--- src/rtl/spr_pkg.sv ---
// Package: shared types and helpers for the serial parity receiver.
// Assumes: integer clock and bit-rate values in hertz.
package spr_pkg;

    // Receive sequencer state.
    typedef enum logic {
        RX_IDLE = 1'b0,
        RX_RECV = 1'b1
    } rx_state_t;

    // Rounded number of clock cycles per serial bit.
    function automatic int unsigned cycles_per_bit(input int unsigned clk_hz,
                                                   input int unsigned baud);
        return (clk_hz + baud / 2) / baud;
    endfunction

endpackage

--- src/rtl/spr_edge_detect.sv ---
// Module: synchronizes the asynchronous serial line and flags a falling edge.
// Assumes: line idles high; arm is low while a reception is in progress, so
// edges seen then are dropped.
module spr_edge_detect (
    input  logic clk,
    input  logic rst_n,
    input  logic line_in,
    input  logic arm,
    output logic start
);
    logic s1_q, s2_q, s3_q;

    // Two-flop synchronizer plus one history flop, reset to idle-high.
    always_ff @(posedge clk) begin
        if (!rst_n) begin
            s1_q <= 1'b1;
            s2_q <= 1'b1;
            s3_q <= 1'b1;
        end else begin
            s1_q <= line_in;
            s2_q <= s1_q;
            s3_q <= s2_q;
        end
    end

    // Falling edge on the synchronized line, honoured only when armed.
    always_comb start = arm & s3_q & ~s2_q;

endmodule

--- src/rtl/spr_bit_timer.sv ---
// Module: receive sequencer. It waits 1.5 bit periods after a start, then
// raises a sample strobe once per bit period for NBITS bits, and ends the
// window on the last strobe.
// Assumes: HALF_CYC >= 1, BIT_CYC >= 2.
module spr_bit_timer #(
    parameter int unsigned BIT_CYC  = 16,
    parameter int unsigned HALF_CYC = 8,
    parameter int unsigned NBITS    = 8
) (
    input  logic clk,
    input  logic rst_n,
    input  logic start,
    output logic busy,
    output logic sample_stb,
    output logic last_stb
);
    import spr_pkg::*;

    localparam int unsigned FIRST_WAIT = BIT_CYC + HALF_CYC;
    localparam int unsigned CW         = $clog2(FIRST_WAIT + 1);
    localparam int unsigned IW         = $clog2(NBITS + 1);
    localparam int unsigned WIN_CYC    = NBITS * BIT_CYC + HALF_CYC;
    localparam int unsigned WW         = $clog2(WIN_CYC + 2);

    rx_state_t      state_q;
    logic [CW-1:0]  cnt_q;
    logic [IW-1:0]  idx_q;

    // Strobes decoded from the phase counter and the bit index.
    always_comb begin
        sample_stb = (state_q == RX_RECV) && (cnt_q == CW'(0));
        last_stb   = sample_stb && (idx_q == IW'(NBITS - 1));
        busy       = (state_q == RX_RECV);
    end

    // Phase counter, bit index and window state.
    always_ff @(posedge clk) begin
        if (!rst_n) begin
            state_q <= RX_IDLE;
            cnt_q   <= '0;
            idx_q   <= '0;
        end else if (state_q == RX_IDLE) begin
            if (start) begin
                state_q <= RX_RECV;
                cnt_q   <= CW'(FIRST_WAIT - 1);
                idx_q   <= '0;
            end
        end else if (cnt_q == CW'(0)) begin
            cnt_q <= CW'(BIT_CYC - 1);
            idx_q <= idx_q + IW'(1);
            if (idx_q == IW'(NBITS - 1)) begin
                state_q <= RX_IDLE;
            end
        end else begin
            cnt_q <= cnt_q - CW'(1);
        end
    end

    // Window-length counter kept for the window checks below.
    logic [WW-1:0] win_q;
    always_ff @(posedge clk) begin
        if (!rst_n)                  win_q <= '0;
        else if (state_q == RX_IDLE) win_q <= '0;
        else                         win_q <= win_q + WW'(1);
    end

    assert_idx_range_R3: assert property (@(posedge clk) disable iff (!rst_n)
        busy |-> (idx_q < IW'(NBITS)));

    // a restart inside the window would stretch it past WIN_CYC.
    assert_window_length_R4: assert property (@(posedge clk) disable iff (!rst_n)
        $fell(busy) |-> (win_q == WW'(WIN_CYC)));

    assert_no_overrun_R5: assert property (@(posedge clk) disable iff (!rst_n)
        busy |-> (win_q < WW'(WIN_CYC)));

endmodule

--- src/rtl/spr_shift_reg.sv ---
// Module: serial-to-parallel register, shifting in LSB first on each strobe.
// Assumes: bit_in is the synchronized line, stable around the strobe.
module spr_shift_reg #(
    parameter int unsigned W = 8
) (
    input  logic         clk,
    input  logic         rst_n,
    input  logic         shift_en,
    input  logic         bit_in,
    output logic [W-1:0] bits
);
    // New bit enters at the top; after W shifts the first bit sits at [0].
    always_ff @(posedge clk) begin
        if (!rst_n)        bits <= '0;
        else if (shift_en) bits <= {bit_in, bits[W-1:1]};
    end
endmodule

--- src/rtl/spr_parity_core.sv ---
// Module: XOR-reduces the captured byte, folds in the cascade bit and
// registers data, even and odd results on a capture pulse.
// Assumes: capture is a single-cycle pulse after the byte is complete.
module spr_parity_core #(
    parameter int unsigned W = 8
) (
    input  logic         clk,
    input  logic         rst_n,
    input  logic         capture,
    input  logic [W-1:0] bits,
    input  logic         cas,
    output logic [W-1:0] data_q,
    output logic         even_q,
    output logic         odd_q
);
    logic [W:0] chain;

    // XOR chain over the data bits, seeded with the cascade bit.
    assign chain[0] = cas;
    for (genvar i = 0; i < W; i++) begin : g_xor
        assign chain[i+1] = chain[i] ^ bits[i];
    end

    // Result registers, loaded only on capture.
    always_ff @(posedge clk) begin
        if (!rst_n) begin
            data_q <= '0;
            even_q <= 1'b0;
            odd_q  <= 1'b0;
        end else if (capture) begin
            data_q <= bits;
            even_q <= chain[W];
            odd_q  <= ~chain[W];
        end
    end

    assert_odd_complement_R8: assert property (@(posedge clk) disable iff (!rst_n)
        $past(capture) |-> (even_q != odd_q));

endmodule

--- src/rtl/serial_parity_rx.sv ---
// Module: top level. It starts on a falling serial edge, samples DATA_W bits
// at their centres, then publishes the byte and the enabled even/odd parity
// together with a one-cycle done strobe.
// Assumes: serial_in is idle high; cascade_in is stable when a byte completes.
module serial_parity_rx #(
    parameter int unsigned CLK_HZ = 50_000_000,
    parameter int unsigned BAUD   = 9600,
    parameter int unsigned DATA_W = 8
) (
    input  logic              clk,
    input  logic              rst_n,
    input  logic              serial_in,
    input  logic              cascade_in,
    input  logic              even_en,
    input  logic              odd_en,
    output logic [DATA_W-1:0] data_o,
    output logic              even_o,
    output logic              odd_o,
    output logic              done_o
);
    localparam int unsigned BIT_CYC  = spr_pkg::cycles_per_bit(CLK_HZ, BAUD);
    localparam int unsigned HALF_CYC = BIT_CYC / 2;

    logic start, busy, sample_stb, last_stb;
    logic line_s1, line_s2;
    logic cap_q, done_q;
    logic [DATA_W-1:0] bits;
    logic even_q, odd_q;

    spr_edge_detect u_edge (
        .clk     (clk),
        .rst_n   (rst_n),
        .line_in (serial_in),
        .arm     (~busy),
        .start   (start)
    );

    spr_bit_timer #(
        .BIT_CYC  (BIT_CYC),
        .HALF_CYC (HALF_CYC),
        .NBITS    (DATA_W)
    ) u_timer (
        .clk        (clk),
        .rst_n      (rst_n),
        .start      (start),
        .busy       (busy),
        .sample_stb (sample_stb),
        .last_stb   (last_stb)
    );

    // Separate synchronizer for the data path (kept away from the edge logic).
    always_ff @(posedge clk) begin
        if (!rst_n) begin
            line_s1 <= 1'b1;
            line_s2 <= 1'b1;
        end else begin
            line_s1 <= serial_in;
            line_s2 <= line_s1;
        end
    end

    spr_shift_reg #(.W(DATA_W)) u_shift (
        .clk      (clk),
        .rst_n    (rst_n),
        .shift_en (sample_stb),
        .bit_in   (line_s2),
        .bits     (bits)
    );

    // Capture one cycle after the last sample, then raise done with the data.
    always_ff @(posedge clk) begin
        if (!rst_n) begin
            cap_q  <= 1'b0;
            done_q <= 1'b0;
        end else begin
            cap_q  <= last_stb;
            done_q <= cap_q;
        end
    end

    spr_parity_core #(.W(DATA_W)) u_core (
        .clk     (clk),
        .rst_n   (rst_n),
        .capture (cap_q),
        .bits    (bits),
        .cas     (cascade_in),
        .data_q  (data_o),
        .even_q  (even_q),
        .odd_q   (odd_q)
    );

    // Enable gating, combinational on the stored results.
    always_comb begin
        even_o = even_en & even_q;
        odd_o  = odd_en & odd_q;
        done_o = done_q;
    end

    assert_done_pulse_R6: assert property (@(posedge clk) disable iff (!rst_n)
        done_o |=> !done_o);

    assert_data_hold_R6: assert property (@(posedge clk) disable iff (!rst_n)
        (data_o != $past(data_o)) |-> done_o);

    assert_done_after_window_R4: assert property (@(posedge clk) disable iff (!rst_n)
        done_o |-> !busy);

endmodule

--- config.mk ---
export PLATFORM = sky130hd
export DESIGN_NAME = serial_parity_rx
export DESIGN_NICKNAME = d
export VERILOG_FILES = /design/src/rtl/spr_pkg.sv /design/src/rtl/spr_edge_detect.sv /design/src/rtl/spr_bit_timer.sv /design/src/rtl/spr_shift_reg.sv /design/src/rtl/spr_parity_core.sv /design/src/rtl/serial_parity_rx.sv
export SDC_FILE = /design/constraint.sdc
export NUM_CORES = 1
export LEC_CHECK = 0
export ABC_AREA = 0
export BUFFER_PORTS_ARGS = -buffer_cell sky130_fd_sc_hd__buf_2
export CORE_MARGIN = 1
export CORE_UTILIZATION = 35
export DETAILED_ROUTE_END_ITERATION = 12
export MAX_ROUTING_LAYER = met4
export PLACE_DENSITY = 0.51
export SYNTH_ARGS = -nofsm -noshare
export SYNTH_HDL_FRONTEND = slang
export SYNTH_HIERARCHICAL = 1
export SYNTH_SLANG_ARGS = --single-unit
--- constraint.sdc ---
create_clock -name clk -period 4.5 [get_ports clk]
set_input_delay 0.9 -clock clk [delete_from_list [all_inputs] [get_ports clk]]
set_output_delay 0.9 -clock clk [all_outputs]
set_load 0.05 [all_outputs]
==> results.json, run 1 <==
{
  "fin_crit_ns": 2.39,
  "crit_required_ns": 4.69,
  "r2r_end": "u_shift/bits[3]$_SDFFE_PN0P_",
  "swShare_pct": 26.3,
  "ys.flop_type": "dfxtp_1",
  "tightest_slew_ns": 0.881,
  "drt_wl_total_microns": 3800,
  "cp_data_arrival_time_ns": 2.58,
  "cts_tree": "yes",
  "status": "completed",
  "antenna_found_initial": 0,
  "cp-endpoint": "u_shift/bits[3]$_SDFFE_PN0P_",
  "clkPwrFrac_pct": 36.7,
  "fmax_ghz": 0.419,
  "power.density_mw_per_mm2": 375,
  "ir_drop_mv": 0.176,
  "cp-end-kind": "flip-flop",
  "area_growth_pct": 11.3,
  "synth_area_per_cell_sq_um": 10.0,
  "drive_above_1_share_pct": 17.1,
  "clock_latency_ns": 0.29,
  "grt_pass1_vias": 1370,
  "p_leak_nw": 0.855,
  "cts.htree.levels": 2,
  "grt_use_total_pct": 14.6,
  "initial_utilization_pct": 36.4,
  "internal_power_uw": 621,
  "ioPinCount": 17,
  "die_w_microns": 78.0,
  "rsz0062_at_grt": "false",
  "core_area_sq_mm": 0.00554,
  "yosysSeqAreaShare_pct": 42.6,
  "synthesis.area_sq_mm": 0.00202,
  "min_path_type": "flip-flop to flip-flop",
  "synthDistinctLibCells": 49,
  "crit_start": "u_timer/cnt_q[3]$_SDFFE_PN0P_",
  "seqCellArea_sq_um": 861,
  "final_cell_mix": "dfxtp_1 (43), mux2i_1 (17), nor2b_1 (17)",
  "comb_power_share_pct": 14.6,
  "fill_cells": 583,
  "critPathMaxFanout": 12,
  "tns_ns": 0,
  "synth-seq-cells": 43,
  "p_sw_uw": 221,
  "cts_resized": 0,
  "cts_setup_buffers": 0,
  "yosys.area.top_type_share_pct": 42.6,
  "grt_pass1_wl_microns": 6690,
  "remaining_drc_errors": 0,
  "final_nets": 225,
  "drt_iter0_markers": 56,
  "dpl_cell_area_sq_mm": 0.00213,
  "hold_viol": 0,
  "p_seq_share_pct": 48.6,
  "numCtsBuffers": 5,
  "cap_violations": 0,
  "design_area_sq_mm": 0.00225,
  "slew_headroom_pct": 41.0,
  "antenna_left": 0,
  "dp_hpwl_microns": 2550,
  "synth-edff-count": 0,
  "synth_nets": 210,
  "cts-hold-fix-buffers": 0,
  "synth.area.top_cells": "dfxtp_1 (43%), mux2i_1 (8.4%), nor2b_1 (5.3%), a21oi_1 (3.7%), nand2b_1 (2.5%)",
  "async_flop_share_pct": 0,
  "root_buffer": "clkbuf_8",
  "yosysTopAreaCell": "dfxtp_1",
  "syn_inst": 201,
  "layout_commonest_cell": "dfxtp_1",
  "setup_viol": 0,
  "multi_input_area_sq_mm": 0.00107,
  "overflow": 0,
  "placementRows": 27,
  "r2r_slack_ns": 2.11,
  "worstRegToRegCells": 5,
  "timing.rr.start": "u_timer/cnt_q[3]$_SDFFE_PN0P_",
  "wire_per_inst_microns": 13.2,
  "io_buffer_count": 16,
  "firstDrtPassIters": 4,
  "crit_type": "flip-flop to flip-flop",
  "ys_warn_count": 6,
  "min_from": "line_s1$_SDFF_PN1_",
  "finish.utilization_pct": 40.6,
  "gp_congestion": 0.784,
  "drt-vias-per-instance": 5.07,
  "via_count": 1465,
  "clock-sinks": 43,
  "n_antenna_cell": 0,
  "slew_viol_final": 0,
  "grt_max_degree": 32,
  "fin_worst_skew_ns": 0.00809,
  "die_area_sq_mm": 0.00608,
  "cts-root-to-sink-buffers": 2,
  "start_kind": "flip-flop",
  "finalCritPeriodShare_pct": 53.0,
  "die_h_microns": 78.0,
  "clkSlewWorstSetupHoldPaths_ns": 0.08
}
[synthesized netlist by cell type (all sizes together), types with 2 or more instances]
cell and count:
a211oi 2, a21oi 15, a31oi 4, a41oi 3, and2 5, and3 4, buf 4, clkbuf 4
dfxtp 43, ha 3, inv 7, mux2i 17, nand2 8, nand2b 9, nand3 4, nand3b 2
nand4b 2, nor2 8, nor2b 17, nor3 3, nor4 4, o21a 4, o21ai 9, o311a 2
or3 2, xnor2 2, xnor3 2
[cell families (layout without fill, tap and decap cells)]
| group | count (synthesis) | count (layout) | share of synthesized area, % |
|---|---|---|---|
| adders and majority gates | 3 | 3 | 1.86 |
| AOI/OAI and AO/OA | 44 | 44 | 14.4 |
| buffers and inverters | 15 | 31 | 4.28 |
| DFF | 43 | 43 | 42.6 |
| muxes | 17 | 17 | 8.43 |
| xor gates and xnor gates | 5 | 5 | 3.59 |
| and+or+nand+nor | 74 | 74 | 24.8 |
[power groups by stage]
| stage | registers (mW) | clock network (mW) | logic (mW) |
|---|---|---|---|
| global route | 0.412 | 0.343 | 0.135 |
| floorplan | 0.414 | 0 | 0.106 |
| finish | 0.410 | 0.310 | 0.123 |
| CTS | 0.410 | 0.323 | 0.123 |
| detailed placement | 0.419 | 0 | 0.122 |
| global placement | 0.419 | 0 | 0.124 |
[layer usage]
layer | up-vias | track usage, % | wire length, microns
li1 | 749 | - | -
met1 | 687 | 18.1 | 1920
met2 | 23 | 22.3 | 1680
met3 | 6 | 3.88 | 130
met4 | 0 | 6.11 | 65
met5 | - | - | 0
[cell type report]
type                       instances  area share, %
multi-input combinational        143           47.7
sequential                        43           38.3
tap                               72           4.01
clock buffer                       6           3.67
timing repair buffer              16           3.56
clock inverter                     2           1.56
inverter                           7           1.17
[sequential cells by signal, summed over array words and instances, names as in the netlist]
register	flops
cap_q	1
u_core/even_q	1
u_edge/s1_q	1
u_timer/busy	1
u_edge/s2_q	1
u_core/data_q	8
u_timer/idx_q	4
line_s2	1
u_core/odd_q	1
done_o	1
u_edge/s3_q	1
u_shift/bits	8
u_timer/cnt_q	13
line_s1	1
[through the flow]
| stage | power, mW | hold WS, ns | setup WS (ns) | instances |
|---|---|---|---|---|
| after global placement | 0.543 | 0.396 | 2.17 | 281 |
| final | 0.843 | 0.414 | 2.11 | 289 |
| after global routing | 0.890 | 0.455 | 1.96 | 289 |
| after floorplan | 0.520 | 0.386 | 2.29 | 201 |
| after detailed placement | 0.541 | 0.400 | 2.12 | 281 |
| after CTS | 0.855 | 0.421 | 2.12 | 289 |
[worst min-delay path by stage]
stage	end	slack, ns	cells past startpoint
floorplan	line_s2$_SDFF_PN1_	0.39	1
global placement	line_s2$_SDFF_PN1_	0.40	1
detailed placement	line_s2$_SDFF_PN1_	0.40	1
CTS	line_s2$_SDFF_PN1_	0.42	1
global route	u_edge/s2_q$_SDFF_PN1_	0.46	1
finish	line_s2$_SDFF_PN1_	0.41	1
[worst max-delay path: stages, from the launching register on]
cell     delay [ns]
dfxtp_1        0.38
nor4_4         0.61
nand2_1        0.23
nor2_1         0.73
mux2i_1        0.27
nor2b_1        0.06
Note: power is estimated with default switching activity, not from simulation.
==> run 2: changes to the inputs <==
--- a/config.mk
+++ b/config.mk
@@ -11,7 +11,7 @@
 export CORE_UTILIZATION = 35
 export DETAILED_ROUTE_END_ITERATION = 12
 export MAX_ROUTING_LAYER = met4
-export PLACE_DENSITY = 0.51
+export PLACE_DENSITY = 0.53
 export SYNTH_ARGS = -nofsm -noshare
 export SYNTH_HDL_FRONTEND = slang
 export SYNTH_HIERARCHICAL = 1
==> constraint.sdc (replaced) <==
create_clock -name clk -period 2.05 [get_ports clk]
set_input_delay 0.41 -clock clk [delete_from_list [all_inputs] [get_ports clk]]
set_output_delay 0.41 -clock clk [all_outputs]
set_load 0.05 [all_outputs]
==> run 2 against run 1 <==
Against the previous run: maximum frequency is 37% higher; clock skew is 0.0033 ns lower; worst setup slack worse by 1.8 ns; final cell count is 3.8% higher; non-clock buffer count is 11 higher; hold slack worse by 0.10 ns; wire length is 0.18% higher; largest power group unchanged.
==> results.json, run 2 (synthesis gave the netlist of run 1 again) <==
{
  "cap_violations": 0,
  "wire_per_inst_microns": 12.7,
  "antenna_left": 0,
  "overflow": 0,
  "final_nets": 236,
  "fin_worst_skew_ns": 0.00484,
  "slew_headroom_pct": 64.4,
  "n_antenna_cell": 0,
  "cts_tree": "yes",
  "r2r_end": "u_timer/cnt_q[11]$_SDFFE_PN0P_",
  "via_count": 1488,
  "cts-hold-fix-buffers": 0,
  "ir_drop_mv": 0.566,
  "tns_ns": 0,
  "cts-root-to-sink-buffers": 2,
  "finalCritPeriodShare_pct": 85.3,
  "seqCellArea_sq_um": 861,
  "min_from": "serial_in",
  "rsz0062_at_grt": "false",
  "dp_hpwl_microns": 2700,
  "cp-end-kind": "flip-flop",
  "cts_resized": 0,
  "grt_use_total_pct": 14.6,
  "hold_depth": 2,
  "hold_viol": 0,
  "status": "completed",
  "ioPinCount": 17,
  "fin_crit_ns": 1.75,
  "p_leak_nw": 0.906,
  "cts_setup_buffers": 0,
  "drt_iter0_markers": 60,
  "top_regs": "u_timer/cnt_q x13, u_core/data_q x8, u_shift/bits x8",
  "worstRegToRegCells": 6,
  "r2r_slack_ns": 0.30,
  "cp_data_arrival_time_ns": 1.93,
  "min_path_type": "input pin to flip-flop",
  "grt_pass1_vias": 1486,
  "setup_viol": 0,
  "clkSlewWorstSetupHoldPaths_ns": 0.08,
  "numCtsBuffers": 5,
  "largest_register_ffs": 13,
  "multi_input_area_sq_mm": 0.00107,
  "grt_pass1_wl_microns": 6850,
  "start_kind": "flip-flop",
  "fin_ws_ns": 0.302,
  "grt_max_degree": 24,
  "final_cell_mix": "dfxtp_1 (43), mux2i_1 (17), nor2b_1 (17)",
  "gp_congestion": 0.827,
  "drt-vias-per-instance": 4.96,
  "layout_commonest_cell": "dfxtp_1",
  "root_buffer": "clkbuf_8",
  "area_growth_pct": 15.1,
  "drive_above_1_share_pct": 21.1,
  "clock-sinks": 43,
  "placementRows": 27,
  "firstDrtPassIters": 4,
  "clock_latency_ns": 0.29,
  "io_buffer_count": 16,
  "critPathMaxFanout": 6,
  "die_h_microns": 78.0,
  "crit_type": "flip-flop to flip-flop",
  "slew_viol_final": 0,
  "fmax_ghz": 0.572,
  "holdPathEnd": "line_s1$_SDFF_PN1_",
  "die_area_sq_mm": 0.00608,
  "place_ws_ns": 0.305,
  "regMostFlops": "u_timer/cnt_q",
  "timing.rr.start": "u_timer/cnt_q[1]$_SDFFE_PN0P_",
  "core_area_sq_mm": 0.00554,
  "fill_cells": 582,
  "drt_wl_total_microns": 3810,
  "remaining_drc_errors": 0,
  "power.density_mw_per_mm2": 799,
  "initial_utilization_pct": 36.4,
  "cts.htree.levels": 2,
  "crit_required_ns": 2.23,
  "tightest_slew_ns": 0.533,
  "antenna_found_initial": 0,
  "die_w_microns": 78.0
}
run 2: cell count changes in the layout (fill, tap and decap cells not counted), sizes merged:
| cell | previous run | this run |
|---|---|---|
| clkinv | 1 | 2 |
| clkbuf | 6 | 5 |
| buf | 16 | 27 |
run 2: power by group:
group | switching, mW | internal, mW
combinational | 0.171 | 0.133
sequential | 0.0342 | 0.863
clock | 0.294 | 0.363
run 2: stage by stage:
stage | total power, mW | util [%] | hold slack (ns) | instances | instance area [sq um]
3_5_place_dp | 1.22 | 39.9 | 0.397 | 292 | 2210
3_3_place_gp | 1.22 | 39.9 | 0.391 | 292 | 2210
6_report | 1.86 | 42.0 | 0.310 | 300 | 2320
4_1_cts | 1.89 | 42.0 | 0.300 | 300 | 2320
2_1_floorplan | 1.14 | - | 0.386 | 201 | 2020
5_1_grt | 1.97 | 42.0 | 0.317 | 300 | 2320
run 2: area by class of cell:
class	count	share of cell area [%]
Clock buffer	5	2.96
Clock inverter	3	1.88
Inverter	7	1.13
Multi-Input combinational cell	143	46.1
Sequential cell	43	37.0
Tap cell	72	3.88
Timing Repair Buffer	27	7.00
run 2: worst max-delay path by stage:
stage                                             start                        endpoint  slack (ns)  cells after the start
after floorplan           u_timer/cnt_q[1]$_SDFFE_PN0P_    u_shift/bits[4]$_SDFFE_PN0P_        0.42                      8
after global placement    u_timer/cnt_q[1]$_SDFFE_PN0P_    u_shift/bits[0]$_SDFFE_PN0P_        0.33                      8
after detailed placement  u_timer/cnt_q[1]$_SDFFE_PN0P_    u_shift/bits[0]$_SDFFE_PN0P_        0.31                      8
after CTS                 u_timer/cnt_q[1]$_SDFFE_PN0P_  u_timer/cnt_q[10]$_SDFFE_PN0P_        0.29                      7
after global routing      u_timer/cnt_q[1]$_SDFFE_PN0P_  u_timer/cnt_q[10]$_SDFFE_PN0P_        0.09                      7
final                     u_timer/cnt_q[1]$_SDFFE_PN0P_  u_timer/cnt_q[11]$_SDFFE_PN0P_        0.30                      6
run 2: layer usage:
| layer | vias up | global-route usage, % | part of all wire [%] |
|---|---|---|---|
| met2 | 22 | 23.7 | 46 |
| li1 | 769 | - | - |
| met4 | 0 | 5.93 | 0.73 |
| met1 | 693 | 17.5 | 50 |
| met5 | - | - | 0 |
| met3 | 4 | 3.53 | 2.9 |
run 2: critical path, cell delays in order, from the launching register on:
cell	delay [ns]
dfxtp_1	0.34
inv_1	0.12
ha_1	0.17
nor4b_4	0.30
a31oi_2	0.23
and3_1	0.24
a211o_1	0.26
